[config.mk]
export PLATFORM = sky130hd
export DESIGN_NAME = fetch_seq
export DESIGN_NICKNAME = d
export VERILOG_FILES = /design/src/rtl/fseq_pkg.sv /design/src/rtl/fseq_ctrl.sv /design/src/rtl/fseq_dp.sv /design/src/rtl/fetch_seq.sv
export SDC_FILE = /design/constraint.sdc
export NUM_CORES = 1
export LEC_CHECK = 0
export BUFFER_PORTS_ARGS = -buffer_cell sky130_fd_sc_hd__buf_2
export CAP_MARGIN = 20
export CORE_MARGIN = 2
export CORE_UTILIZATION = 55
export CTS_BUF_LIST = sky130_fd_sc_hd__clkbuf_8
export DETAILED_ROUTE_END_ITERATION = 6
export PLACE_DENSITY = 0.76
export SETUP_SLACK_MARGIN = 0.2
export SYNTH_ARGS = -nofsm -noshare
export SYNTH_HDL_FRONTEND = slang
export SYNTH_SLANG_ARGS = --single-unit
[constraint.sdc]
create_clock -name clk -period 3.9 [get_ports clk]
set_clock_uncertainty 0.15 [all_clocks]
set_input_delay 0.39 -clock clk [delete_from_list [all_inputs] [get_ports clk]]
set_output_delay 0.39 -clock clk [all_outputs]
set_load 0.01 [all_outputs]
[src/rtl/fseq_pkg.sv]
package fseq_pkg;
  // Per-cycle decision made by the control unit, consumed by the datapath
  typedef struct packed {
    logic cycEnd;    // this clock closes the instruction cycle
    logic advance;   // sequential fetch
    logic doBranch;  // load target, flush
    logic doCall;    // push, load target, flush
    logic doRet;     // pop into PC, flush
  } seqCtl_t;
endpackage

[src/rtl/fseq_ctrl.sv]
module fseq_ctrl
  import fseq_pkg::*;
#(
  parameter int PHASES = 4
) (
  input  logic              clk,
  input  logic              mclrN,
  input  logic              brStrobe,
  input  logic              callStrobe,
  input  logic              retStrobe,
  output seqCtl_t           ctl,
  output logic [PHASES-1:0] phase,
  output logic              execValid
);
  localparam int PH_W = (PHASES > 1) ? $clog2(PHASES) : 1;
  localparam logic [PH_W-1:0] LAST_PH = PH_W'(PHASES - 1);

  logic [PH_W-1:0] phaseCnt;
  logic            lastPhase;
  logic            pcWrite;

  assign lastPhase = (phaseCnt == LAST_PH);

  always_comb begin
    ctl        = '0;
    ctl.cycEnd = lastPhase;
    if (lastPhase) begin
      if (execValid && retStrobe)       ctl.doRet    = 1'b1;
      else if (execValid && callStrobe) ctl.doCall   = 1'b1;
      else if (execValid && brStrobe)   ctl.doBranch = 1'b1;
      else                              ctl.advance  = 1'b1;
    end
  end

  assign pcWrite = ctl.doRet | ctl.doCall | ctl.doBranch;

  always_ff @(posedge clk or negedge mclrN) begin
    if (!mclrN) begin
      phaseCnt  <= '0;
      execValid <= 1'b0;
    end else begin
      phaseCnt <= lastPhase ? '0 : phaseCnt + 1'b1;
      if (lastPhase) execValid <= !pcWrite;
    end
  end

  for (genvar i = 0; i < PHASES; i++) begin : g_phase
    assign phase[i] = (phaseCnt == PH_W'(i));
  end

  // exactly one phase active
  a_r1_phase_onehot: assert property (@(posedge clk) disable iff (!mclrN)
    $countones(phase) == 1);
  // last phase is followed by the first
  a_r1_phase_wrap: assert property (@(posedge clk) disable iff (!mclrN)
    phase[PHASES-1] |=> phase[0]);
  // valid flag only moves at a cycle boundary
  a_r3_valid_hold: assert property (@(posedge clk) disable iff (!mclrN)
    !phase[PHASES-1] |=> $stable(execValid));
endmodule

[src/rtl/fseq_dp.sv]
module fseq_dp
  import fseq_pkg::*;
#(
  parameter int PC_W        = 13,
  parameter int INSN_W      = 14,
  parameter int STACK_DEPTH = 8
) (
  input  logic              clk,
  input  logic              mclrN,
  input  seqCtl_t           ctl,
  input  logic [PC_W-1:0]   brTarget,
  input  logic [INSN_W-1:0] pmData,
  output logic [PC_W-1:0]   pmAddr,
  output logic [INSN_W-1:0] instrReg
);
  // Depth must be a power of two so the pointer wraps naturally
  localparam int SP_W = (STACK_DEPTH > 1) ? $clog2(STACK_DEPTH) : 1;
  localparam logic [INSN_W-1:0] NOP_WORD = '0;

  logic [PC_W-1:0]   pc;
  logic [INSN_W-1:0] ir;
  logic [SP_W-1:0]   sp;
  logic [SP_W-1:0]   spDown;
  logic [PC_W-1:0]   retStack [STACK_DEPTH];

  assign spDown = sp - SP_W'(1);

  always_ff @(posedge clk or negedge mclrN) begin
    if (!mclrN) begin
      pc <= '0;
      ir <= NOP_WORD;
      sp <= '0;
    end else if (ctl.doRet) begin
      pc <= retStack[spDown];
      sp <= spDown;
      ir <= NOP_WORD;
    end else if (ctl.doCall) begin
      pc <= brTarget;
      sp <= sp + SP_W'(1);
      ir <= NOP_WORD;
    end else if (ctl.doBranch) begin
      pc <= brTarget;
      ir <= NOP_WORD;
    end else if (ctl.advance) begin
      pc <= pc + PC_W'(1);
      ir <= pmData;
    end
  end

  always_ff @(posedge clk) begin
    if (ctl.doCall) retStack[sp] <= pc;
  end

  assign pmAddr   = pc;
  assign instrReg = ir;

  // PC and IR frozen inside the cycle
  a_r3_hold: assert property (@(posedge clk) disable iff (!mclrN)
    !ctl.cycEnd |=> $stable(pc) && $stable(ir));
  // sequential step
  a_r3_step: assert property (@(posedge clk) disable iff (!mclrN)
    ctl.advance |=> pc == $past(pc) + PC_W'(1));
  // every PC write leaves a no-operation behind
  a_r4_flush_nop: assert property (@(posedge clk) disable iff (!mclrN)
    (ctl.doBranch || ctl.doCall || ctl.doRet) |=> ir == NOP_WORD);
  // branch lands on target
  a_r4_target: assert property (@(posedge clk) disable iff (!mclrN)
    (ctl.doBranch || ctl.doCall) |=> pc == $past(brTarget));
  // push moves pointer up with wrap
  a_r10_push_wrap: assert property (@(posedge clk) disable iff (!mclrN)
    ctl.doCall |=> sp == $past(sp) + SP_W'(1));
  // pop moves pointer down with wrap
  a_r6_pop: assert property (@(posedge clk) disable iff (!mclrN)
    ctl.doRet |=> sp == $past(sp) - SP_W'(1));
endmodule

[src/rtl/fetch_seq.sv]
module fetch_seq
  import fseq_pkg::*;
#(
  parameter int PC_W        = 13,
  parameter int INSN_W      = 14,
  parameter int STACK_DEPTH = 8,
  parameter int PHASES      = 4
) (
  input  logic              clk,
  input  logic              mclrN,
  input  logic              brStrobe,
  input  logic              callStrobe,
  input  logic              retStrobe,
  input  logic [PC_W-1:0]   brTarget,
  input  logic [INSN_W-1:0] pmData,
  output logic [PC_W-1:0]   pmAddr,
  output logic [INSN_W-1:0] instrReg,
  output logic [PHASES-1:0] phase,
  output logic              execValid
);
  seqCtl_t ctl;

  fseq_ctrl #(.PHASES(PHASES)) u_ctrl (
    .clk(clk), .mclrN(mclrN),
    .brStrobe(brStrobe), .callStrobe(callStrobe), .retStrobe(retStrobe),
    .ctl(ctl), .phase(phase), .execValid(execValid)
  );

  fseq_dp #(.PC_W(PC_W), .INSN_W(INSN_W), .STACK_DEPTH(STACK_DEPTH)) u_dp (
    .clk(clk), .mclrN(mclrN), .ctl(ctl),
    .brTarget(brTarget), .pmData(pmData),
    .pmAddr(pmAddr), .instrReg(instrReg)
  );
endmodule

# Word level (Yosys, flattened, before mapping)
# Memory sizes are Yosys's and may differ from the RTL's.
# Index checks and enable logic that the tools add are counted.
[classes]
n_addsub = 4
n_eq_ne = 3
muxes = 20
n_bitwise = 2
n_reduce_logical = 7
[op_table]
columns = ["operator", "n"]
rows = [
  ["$mux W14", 4],
  ["$mux W13", 4],
  ["$add A13 B1 Y13 const B", 1],
  ["$mux W3", 3],
  ["$mux W1", 6],
  ["$eq A2 B2 Y1 const B", 2],
  ["$mux W2", 2],
  ["$mux W4", 1],
  ["$reduce_bool A4 Y1", 1],
  ["$add A3 B1 Y3 const B", 1],
  ["$logic_and A1 B1 Y1", 3],
  ["$sub A3 B1 Y3 const B", 1],
  ["$add A2 B1 Y2 const B", 1],
  ["$eq A2 B1 Y1 const B", 1],
  ["$logic_not A2 Y1", 1],
  ["$or A1 B1 Y1", 2],
  ["$reduce_bool A2 Y1", 1],
  ["$logic_not A1 Y1", 1],
]
[totals]
register_bits = 33
ram_bits = 104
inputBits = 32
output_inout_bits = 32
memories = 1
[memory_table]
columns = ["memory", "words", "width", "read_ports", "rd_ports_with_merged_regs", "wr", "line", "text"]
rows = [
  ["u_dp.retStack", 8, 13, 1, 0, 1, "fseq_dp.sv:24", "logic [PC_W-1:0] retStack [STACK_DEPTH];"],
]

# Logic depth before layout (Yosys ltp)
# Gate-level depths: netlist of run 1.
[logic_depth]
depth_word = 9
depth_mapped = 9

# Modules after synthesis
# From an unflattened synthesis of run 1, not the netlist that was laid out.
[hier_totals]
cells_unflattened = 357
hier_area_um2 = 5765.5
[modules_own_cells]
columns = ["mod", "instances", "cells_each", "area_each_um2", "seq_area_each_um2"]
rows = [
  ["fseq_dp", 1, 333, 5527.8, 3873.7],
  ["fseq_ctrl", 1, 24, 237.7, 75.1],
]

# Worst setup path before layout of run 1
# OpenSTA, ideal clock, no wires.
[synth_path]
path_type = "register -> register"
startpoint = "register u_ctrl.phaseCnt[0]"
endpoint = "memory u_dp.retStack[1][0] (enable)"
setup_ns = 0.400
arrival_time_ns = 2.191
t_required_ns = 3.350
slack_ns = 1.160
stages_incl_launch_ff = 7
path_buffers = 1
synth_period_minus_slack_ns = 2.740
cell_sequence = "dfrtp_1 -> ha_1 -> and3b_1 -> and2_0 -> clkbuf_1 -> nand2_1 -> nor3_1"
[synth_between]
elab_chain_len = 4
[synth_lines]
columns = ["element", "line", "text"]
rows = [
  ["start, declared", "fseq_ctrl.sv:18", "logic [PH_W-1:0] phaseCnt;"],
  ["start signal, assigned", "fseq_ctrl.sv:42", "phaseCnt <= lastPhase ? '0 : phaseCnt + 1'b1;"],
  ["$eq A2 B2 Y1", "fseq_ctrl.sv:22", "assign lastPhase = (phaseCnt == LAST_PH);"],
  ["net u_ctrl.lastPhase", "fseq_ctrl.sv:19", "logic lastPhase;"],
  ["$mux W4", "fseq_ctrl.sv:27", "if (lastPhase) begin"],
  ["$mux W1", "fseq_dp.sv:51", "if (ctl.doCall) retStack[sp] <= pc;"],
  ["$mux W1 (not written as such)", "fseq_dp.sv:51", ""],
  ["end, declared", "fseq_dp.sv:24", ""],
]
# The timed path passes the listed nets, and every way through them passes these cells.

# Worst setup path in the final report of run 1
[layout_path]
startpoint = "register u_dp.sp[1]"
endpoint = "register u_dp.pc[7] (netlist: u_dp.pmAddr[7])"
[layout_between]
elab_chain_len = 3
[layout_lines]
columns = ["element", "line", "text"]
rows = [
  ["start, declared", "fseq_dp.sv:22", "logic [SP_W-1:0] sp;"],
  ["start signal, assigned", "fseq_dp.sv:35", "sp <= spDown;"],
  ["start signal, assigned", "fseq_dp.sv:39", "sp <= sp + SP_W'(1);"],
  ["$sub A3 B1 Y3", "fseq_dp.sv:26", "assign spDown = sp - SP_W'(1);"],
  ["$mem_v2 Z8 W13", "-", ""],
  ["$mux W13", "fseq_dp.sv:33", "end else if (ctl.doRet) begin"],
  ["end signal, assigned", "fseq_dp.sv:34", "pc <= retStack[spDown];"],
  ["end signal, assigned", "fseq_dp.sv:38", "pc <= brTarget;"],
  ["end signal, assigned", "fseq_dp.sv:42", "pc <= brTarget;"],
  ["end, declared", "fseq_dp.sv:20", "logic [PC_W-1:0] pc;"],
]
# Every way passes these cells.
# A chain may end at the register's enable or synchronous reset.

==> metrics.yaml, run 1 <==
status: "finished, final reports clean"
crit_path_start: "u_dp.sp[1]$_DFFE_PN0P_"
path_clk_slew_ps: 80
syn_avg_cell_area_um2: 16.47
grt_pass1_vias: 3470
cts_tree: "done"
period_minus_slack_ps: 2732
syn-cell-area_um2: 5714
finalSetupTns_ps: 0
post-route-cell-area_um2: 6615
die-area_um2: 11220
num_antenna_cells: 0
cts_setup_buffers: 0
worstSetupPathType: "flop to flop"
fin_nets: 464
grt_pass1_wl_um: 19130
placed_area_um2: 6187
htree_levels: 4
drtIter0Drc: 261
fmax_mhz: 366.0
startpoint_type: "flop"
worstSetupEndpointType: "flop"
synth_fa_ha_area_share_pct: 1.752
ir_drop_v: 0.0003646
hold_viol_final: 0
drt-vias-per-instance: 5.911
synth-xor-area-share_pct: 1.993
synth_top_family_by_area: "multiplexers"
final_common_cell: "edfxtp_1"
numCtsBuffers: 17
synth-seq-cells: 137
grt_max_degree: 34
ys_seq_area_share_pct: 69.10
drv_cap: 0
areaGrowthSynthToFinish_pct: 15.77
drive_gt1_share_pct: 30.21
dp_hpwl_um: 7993
via_count: 3387
syn_inst: 347
synthesis.nets: 387
synthSimpleGateAreaFrac_pct: 5.584
drv_slew: 0
die_h_um: 105.9
drt-total-wl_um: 12280
clock_path_buffers: 2
min_from: "pmData[7]"
routedWlPerCell_um: 21.43
ant_nets: 0
power.density_nw_per_um2: 674.3
r2r_start: "u_dp.sp[1]$_DFFE_PN0P_"
antenna_found_initial: 0
clock_latency_ps: 440
initial_core_util_pct: 56.11
place_congestion: 0.8670
cts_resized: 0
synth_mux_area_share_pct: 10.16
synth_ff_type: "edfxtp_1"
whs_ps: 25.60
min_path_type: "primary input to flop"
required_ps: 4080
dr.pass1.iters: 5
portBuffers: 63
arrival_ps: 2910
ys_types: 45
layout_common_cells: "edfxtp_1 (104), buf_2 (63), dfrtp_1 (33), clkbuf_8 (21)"
drc: 0
p_leak_nw: 2.506
grtUsageTotal_pct: 23.53
num_rows: 37
worstPathMaxFanout: 20
worst_slew_pin_slew_ps: 1002
ys_async_sr_fraction_pct: 24.09
yosys_warnings: 0
numClockSinks: 137
setup_viol: 0
p_total_mw: 4.460
die_x_um: 105.9
io-pin-count: 64
overflow: 0
synth_edf_count: 104
synth_compound_area_share_pct: 8.693
grt_setup_unrepaired: "no"
clockRootBuffer: "clkbuf_8"
maxSlewHeadroom_pct: 32.96
core_um2: 10180
fin_crit_sh_pct: 70.06
state kept, by name (all words and copies together) (netlist names):
signal / flops
u_dp.instrReg: 14
u_dp.retStack: 104
u_ctrl.execValid: 1
u_dp.sp: 3
u_ctrl.phaseCnt: 2
u_dp.pmAddr: 13
worst max-delay path, stage by stage (launching register included):
cell,delay (ps)
dfrtp_1,480
inv_1,90
ha_1,830
buf_12,270
mux4_2,300
and2_1,170
o32a_1,320
metal layers:
metal / wire length [um] / share of wire, % / up-vias / global-route usage, %
li1: - / - / 1521 / -
met1: 5014 / 41 / 1737 / 30.88
met2: 6306 / 51 / 110 / 38.53
met3: 731 / 6.0 / 19 / 6.254
met4: 228 / 1.9 / 0 / 8.271
met5: 0 / 0 / - / 0
final timing paths:
path / slack (ps) / endpoint / depth (start not counted)
max in group asynchronous: 2610 / u_dp.pmAddr[1]$_DFFE_PN0P_ / 2
min in group asynchronous: 470 / u_dp.instrReg[3]$_DFFE_PN0P_ / 2
worst max register to register: 1170 / u_dp.pmAddr[7]$_DFFE_PN0P_ / 6
worst min register to register: 360 / u_dp.instrReg[4]$_DFFE_PN0P_ / 1
worst max-delay path: 1170 / u_dp.pmAddr[7]$_DFFE_PN0P_ / 6
worst min-delay path: 30 / u_dp.instrReg[7]$_DFFE_PN0P_ / 2
cell usage after synthesis, drive strengths merged, types with 9 or more instances:
master,instances,area (um^2)
nor2,18,75.07
a21oi,9,45.04
dfrtp,33,825.8
a221oi,9,78.83
mux4,18,409.2
and2,10,62.56
mux2i,16,160.2
nand2,14,60.06
edfxtp,104,3123
a22o,15,131.4
buf,14,100.1
o21ai,13,68.82
cell families after synthesis:
logic type / after synthesis
buffers and inverters: 26
AOI/OAI and AO/OA: 66
muxes: 35
and+or+nand+nor: 62
DFF: 137
xor gates and xnor gates: 13
adders and majority gates: 8
where the power goes:
group	switching (mW)	internal, mW
Combinational	0.555	0.601
Clock	0.525	0.635
Sequential	0.311	1.83
Total	1.39	3.07
layout make-up:
type	instances	area [um^2]
Inverter	6	22.52
Clock inverter	11	118.9
Fill cell	723	3570
Timing Repair Buffer	78	445.4
Tap cell	136	170.2
Sequential cell	137	3949
Clock buffer	21	289.0
Multi-Input combinational cell	184	1620
what timing repair did:
action,in CTS,in global routing
hold buffers,2,0
hold endpoints to repair,34,0
endpoints found under the setup margin,0,0
per-stage QoR:
step	setup slack (ps)	util (%)	instances
detailed placement	1173	60.75	539
finish	1168	64.95	573
global placement	1243	60.75	539
CTS	1164	64.95	573
global route	964.7	64.95	573
floorplan	1160	-	347
Note: power is estimated with default switching activity, not from simulation.
==> inputs of run 2 (changes only) <==
ABC_AREA = 1   (was unset)
PLACE_DENSITY = 0.75   (was 0.76)
clock period = 2.77 ns   (was 3.9 ns; I/O delays follow)
==> metrics.yaml, run 2 <==
drv_cap: 0  # unchanged
min_path_cells: 5  # +3
max_stage_delay_ps: 430  # -400 ps
clockRootBuffer: "clkbuf_8"
drive_gt1_share_pct: 18.91  # -11 points
syn-cell-area_um2: 6410  # +12%
num_rows: 39  # +5.4%
grtUsageTotal_pct: 24.19  # +0.65 points
grt_pass1_vias: 4780  # +38%
ys_async_sr_fraction_pct: 24.09  # unchanged
required_ps: 2750  # -1330 ps
startpoint_type: "flop"
numClockSinks: 137  # unchanged
post-route-cell-area_um2: 7398  # +12%
ys_top_cells_by_area: "edfxtp_1 (49%), nand2_1 (15%), dfrtp_1 (13%)"
fin_nets: 799  # +72%
ir_drop_v: 0.0006033  # +65%
routedWlPerCell_um: 15.95  # -26%
overflow: 0  # unchanged
cts_tree: "done"
crit_slowest_cell: "dfrtp_1"
p_leak_nw: 3.216  # +28%
hold_viol_final: 0  # unchanged
syn_avg_cell_area_um2: 9.510  # -42%
top_register: "u_dp.retStack"
grt_pass1_wl_um: 23690  # +24%
min_from: "brTarget[12]"
portBuffers: 63  # unchanged
drv_slew: 0  # unchanged
maxSlewHeadroom_pct: 47.01  # +14 points
setup_viol: 0  # unchanged
synthesis.nets: 714  # +84%
hold_buffers: 15  # +13
grt_max_degree: 60  # +76%
initial_core_util_pct: 56.14  # about the same
yosys_warnings: 0  # unchanged
yosys-top-cells-count: "nand2_1 (248), edfxtp_1 (104), nor2_1 (69)"
dr.pass1.iters: 5  # unchanged
final_common_cell: "nand2_1"
synth-seq-cells: 137  # unchanged
worstSetupEndpointType: "flop"
r2r_start: "u_ctrl.phaseCnt[0]$_DFF_PN0_"
largest_reg_flops: 104  # unchanged
power.density_nw_per_um2: 925.2  # +37%
num_antenna_cells: 0  # unchanged
min_path_type: "primary input to flop"
yosysTopAreaCellShare_pct: 48.72  # -5.9 points
crit_buf_inv: 2  # unchanged
ys_types: 36  # -20%
worstPathMaxFanout: 13  # -35%
dp_hpwl_um: 9204  # +15%
clock_latency_ps: 440  # about the same
period_minus_slack_ps: 2292  # -440.3 ps
cts_resized: 0  # unchanged
drt-total-wl_um: 14590  # +19%
die_h_um: 112.0  # +5.7%
arrival_ps: 2270  # -640 ps
synth_ff_type: "edfxtp_1"
drc: 0  # unchanged
worst_slew_pin_slew_ps: 794.9  # -207.0 ps
status: "finished, final reports clean"
via_count: 4897  # +45%
synth_edf_count: 104  # unchanged
syn_inst: 674  # +94%
layout_common_cells: "nand2_1 (248), edfxtp_1 (104), nor2_1 (69), buf_2 (63), inv_1 (54)"
place_congestion: 0.8556  # -1.3%
worstHoldEndpoint: "u_dp.pmAddr[12]$_DFFE_PN0P_"
cts_setup_buffers: 0  # unchanged
drt-vias-per-instance: 5.352  # -9.5%
r2r-end: "u_dp.retStack[1][12]$_DFFE_PP_"
ys_seq_area_share_pct: 61.60  # -7.5 points
clock_path_buffers: 2  # unchanged
worstSetupPathType: "flop to flop"
io-pin-count: 64  # unchanged
drtIter0Drc: 366  # +40%
post-synth-top-area-cell: "edfxtp_1"
crit_chain: "ha_1 > inv_2 > nor3_4 > nand2_1 > nor3_2 > buf_4"
reg2reg_setup_slack_ps: 480  # -690 ps
ant_nets: 0  # unchanged
core_um2: 11420  # +12%
path_clk_slew_ps: 80  # about the same
grt_setup_unrepaired: "no"
critPathTopFamily: "simple AND/OR/NAND/NOR gates"
r2r_cells: 6  # unchanged
finalSetupTns_ps: 0  # unchanged
numCtsBuffers: 17  # unchanged
die_x_um: 112.0  # +5.7%
die-area_um2: 12530  # +12%
fmax_mhz: 436.3  # +19%
placed_area_um2: 6887  # +11%
areaGrowthSynthToFinish_pct: 15.42
antenna_found_initial: 0  # unchanged
htree_levels: 4  # unchanged
fin_crit_sh_pct: 82.74  # +13 points
yosysMostFrequentCell: "nand2_1"
[run 2: changes by cell type after synthesis, sizes merged, moves of 16 or more]
cell   before  now
inv         6   59
nor2       18   72
a21oi       9   28
nand3       8   55
mux2i      16    0
nand2      14  250
mux4       18    0
[run 2: cell type report]
type	count	area (um^2)
clock buffer	17	234.0
clock inverter	15	127.6
fill	902	4020
inverter	59	224.0
multi-input combinational	448	2085
sequential	137	3949
tap	143	178.9
timing repair buffer	96	600.6
[run 2: through the flow]
stage / hold slack [ps] / power, mW / setup WS, ps / util, % / instances
CTS: 5.452 / 6.858 / 508.3 / 64.79 / 915
detailed placement: 251.5 / 5.350 / 530.0 / 60.31 / 868
finish: 33.61 / 6.845 / 478.2 / 64.79 / 915
global placement: 245.8 / 5.290 / 619.1 / 60.31 / 868
floorplan: -168.6 / 4.504 / 125.5 / - / 674
global route: 23.47 / 7.289 / 379.3 / 64.79 / 915
[run 2: report_power, final]
group	internal (mW)	switching [mW]	total (mW)
Sequential	2.60	0.393	2.99
Clock	0.710	0.788	1.50
Combinational	0.770	1.59	2.36
[run 2: per-layer routing]
metal / GRT usage, % / wire [um] / vias up
li1: - / - / 2357
met1: 33.78 / 6493 / 2301
met2: 38.06 / 6775 / 218
met3: 6.532 / 1151 / 21
met4: 6.585 / 172 / 0
met5: 0 / 0 / -
[run 2: cells by family (layout without fill, tap and decap cells)]
group | after synthesis | in the layout | share of synthesized area, %
AND/OR/NAND/NOR | 388 | 388 | 25.73
flip-flops | 137 | 137 | 61.60
buffers and inverters | 89 | 187 | 6.070
AO/OA/AOI/OAI | 48 | 48 | 4.490
adder cells (fa/ha/maj) | 8 | 8 | 1.562
XOR/XNOR | 4 | 4 | 0.5467
[run 2: worst max-delay path by stage]
stage	from	end	slack, ps	depth (start not counted)
2_1_floorplan	u_ctrl.phaseCnt[0]$_DFF_PN0_	u_dp.retStack[0][0]$_DFFE_PP_	130	5
3_3_place_gp	u_ctrl.phaseCnt[0]$_DFF_PN0_	u_dp.retStack[1][8]$_DFFE_PP_	620	6
3_5_place_dp	u_ctrl.phaseCnt[0]$_DFF_PN0_	u_dp.retStack[1][7]$_DFFE_PP_	530	6
4_1_cts	u_ctrl.phaseCnt[0]$_DFF_PN0_	u_dp.retStack[1][12]$_DFFE_PP_	510	6
5_1_grt	u_ctrl.phaseCnt[0]$_DFF_PN0_	u_dp.retStack[1][10]$_DFFE_PP_	380	6
6_report	u_ctrl.phaseCnt[0]$_DFF_PN0_	u_dp.retStack[1][12]$_DFFE_PP_	480	6
[run 2: worst reg2reg max path, delay by kind of cell (launching register included)]
family                     cells  cell delay, ps
and+or+nand+nor                3             700
DFF                            1             430
adders and majority gates      1             360
buffers and inverters          2             350
==> inputs of run 3 (changes only) <==
clock period = 2.21 ns   (was 2.77 ns; I/O delays follow)
==> metrics.yaml, run 3 (same netlist as run 2, synthesis figures left out) <==
post-route-cell-area_um2: 7816  # +5.6%
p_leak_nw: 3.363  # +4.6%
maxSlewHeadroom_pct: 49.99  # +3.0 points
io-pin-count: 64  # unchanged
htree_levels: 4  # unchanged
cts_tree: "done"
worstSetupPathType: "flop to flop"
drtIter0Drc: 369  # +0.82%
whs_ps: 9.375  # -24.23 ps
power.density_nw_per_um2: 1149  # +24%
place_congestion: 0.8612  # +0.65%
initial_core_util_pct: 56.14  # unchanged
final_common_cell: "nand2_1"
hold_viol_final: 0  # unchanged
startpoint_type: "flop"
num_antenna_cells: 0  # unchanged
fin_crit_sh_pct: 87.25  # +4.5 points
layout_common_cells: "nand2_1 (246), edfxtp_1 (104), nor2_1 (63), buf_2 (63), inv_1 (53)"
placed_area_um2: 7121  # +3.4%
clockRootBuffer: "clkbuf_8"
clock_path_buffers: 2  # unchanged
antenna_found_initial: 0  # unchanged
fin_cells: 943  # +3.1%
drt-vias-per-instance: 5.286  # -1.2%
fmax_mhz: 518.6  # +19%
dp_hpwl_um: 10010  # +8.8%
status: "finished, final reports clean"
finalSetupTns_ps: 0  # unchanged
drc: 0  # unchanged
ir_drop_v: 0.001569  # +160%
p_total_mw: 8.980  # +31%
areaGrowthSynthToFinish_pct: 21.94
worst_slew_pin_slew_ps: 750.2  # -44.67 ps
fin_nets: 827  # +3.5%
r2r_start: "u_ctrl.phaseCnt[0]$_DFF_PN0_"
grtUsageTotal_pct: 26.07  # +1.9 points
crit_path_end: "u_dp.retStack[1][3]$_DFFE_PP_"
grt_max_degree: 41  # -32%
overflow: 0  # unchanged
r2r_cells: 6  # unchanged
reg2reg_setup_slack_ps: 280  # -200 ps
largest_reg_flops: 104  # unchanged
dr.pass1.iters: 5  # unchanged
drt-total-wl_um: 15330  # +5.0%
die-area_um2: 12530  # unchanged
worstSetupEndpointType: "flop"
core_um2: 11420  # unchanged
arrival_ps: 1940  # -330 ps
required_ps: 2220  # -530 ps
clock_latency_ps: 450  # about the same
r2r-end: "u_dp.retStack[1][3]$_DFFE_PP_"
num_rows: 39  # unchanged
portBuffers: 63  # unchanged
numClockSinks: 137  # unchanged
drv_slew: 0  # unchanged
ant_nets: 0  # unchanged
grt_pass1_wl_um: 25090  # +5.9%
grt_pass1_vias: 5082  # +6.3%
drive_gt1_share_pct: 22.00  # +3.1 points
period_minus_slack_ps: 1928  # -363.7 ps
min_path_type: "primary input to flop"
numCtsBuffers: 17  # unchanged
path_clk_slew_ps: 80  # about the same
crit_path_start: "u_ctrl.phaseCnt[0]$_DFF_PN0_"
drv_cap: 0  # unchanged
grt_setup_unrepaired: "no"
routedWlPerCell_um: 16.25  # +1.9%
worstPathMaxFanout: 13  # unchanged
setup_viol: 0  # unchanged
die_x_um: 112.0  # unchanged
utilization_pct: 68.45  # +3.7 points
fin_ws_ps: 281.8  # -196.3 ps
dp_cells: 881  # +1.5%
dp_slack_ps: 36.58  # -493.4 ps
via_count: 4985  # +1.8%
die_h_um: 112.0  # unchanged
top_register: "u_dp.retStack"
[run 3: worst min-delay path by stage]
stage | cells past startpoint | start | slack [ps] | to
after floorplan | 0 | mclrN | -220 | u_ctrl.execValid$_DFFE_PN0N_
after global placement | 1 | mclrN | 170 | u_ctrl.execValid$_DFFE_PN0N_
after detailed placement | 1 | mclrN | 180 | u_ctrl.execValid$_DFFE_PN0N_
after CTS | 5 | brTarget[2] | 0.5 | u_dp.pmAddr[2]$_DFFE_PN0P_
after global routing | 5 | brTarget[2] | 30 | u_dp.pmAddr[2]$_DFFE_PN0P_
final | 5 | brTarget[2] | 9 | u_dp.pmAddr[2]$_DFFE_PN0P_
[run 3: final cells by class]
type,count,area (um^2)
Clock inverter,15,153.9
Inverter,59,231.5
Sequential cell,137,3953
Multi-Input combinational cell,448,2152
Fill cell,839,3602
Timing Repair Buffer,124,913.4
Clock buffer,17,234.0
Tap cell,143,178.9
[run 3: routing by layer]
layer | wire length (um) | track usage [%]
met4 | 396 | 11.30
met5 | 0 | 0
met3 | 1159 | 5.770
met2 | 7424 | 42.06
met1 | 6344 | 34.43
[run 3: timing repair]
action | 4_1_cts | 5_1_grt
setup endpoints to repair | 105 | 95
buffers inserted | 4 | 0
hold endpoints to repair | 58 | 0
pin swaps | 2 | 0
resized for setup | 1 | 5
hold buffers | 26 | 0
[run 3: power by group]
group          internal (mW)  total, mW  switching (mW)
sequential              3.26       3.50           0.245
combinational           1.15       3.50            2.35
clock                  0.995       1.98           0.983
total                   5.40       8.98            3.58
[run 3: critical path, stage by stage, from the launching register on]
cell and delay, ps:
dfrtp_2 430, ha_4 210, inv_2 60, nor3_4 210
nand2_2 170, nor3_4 230, buf_12 170
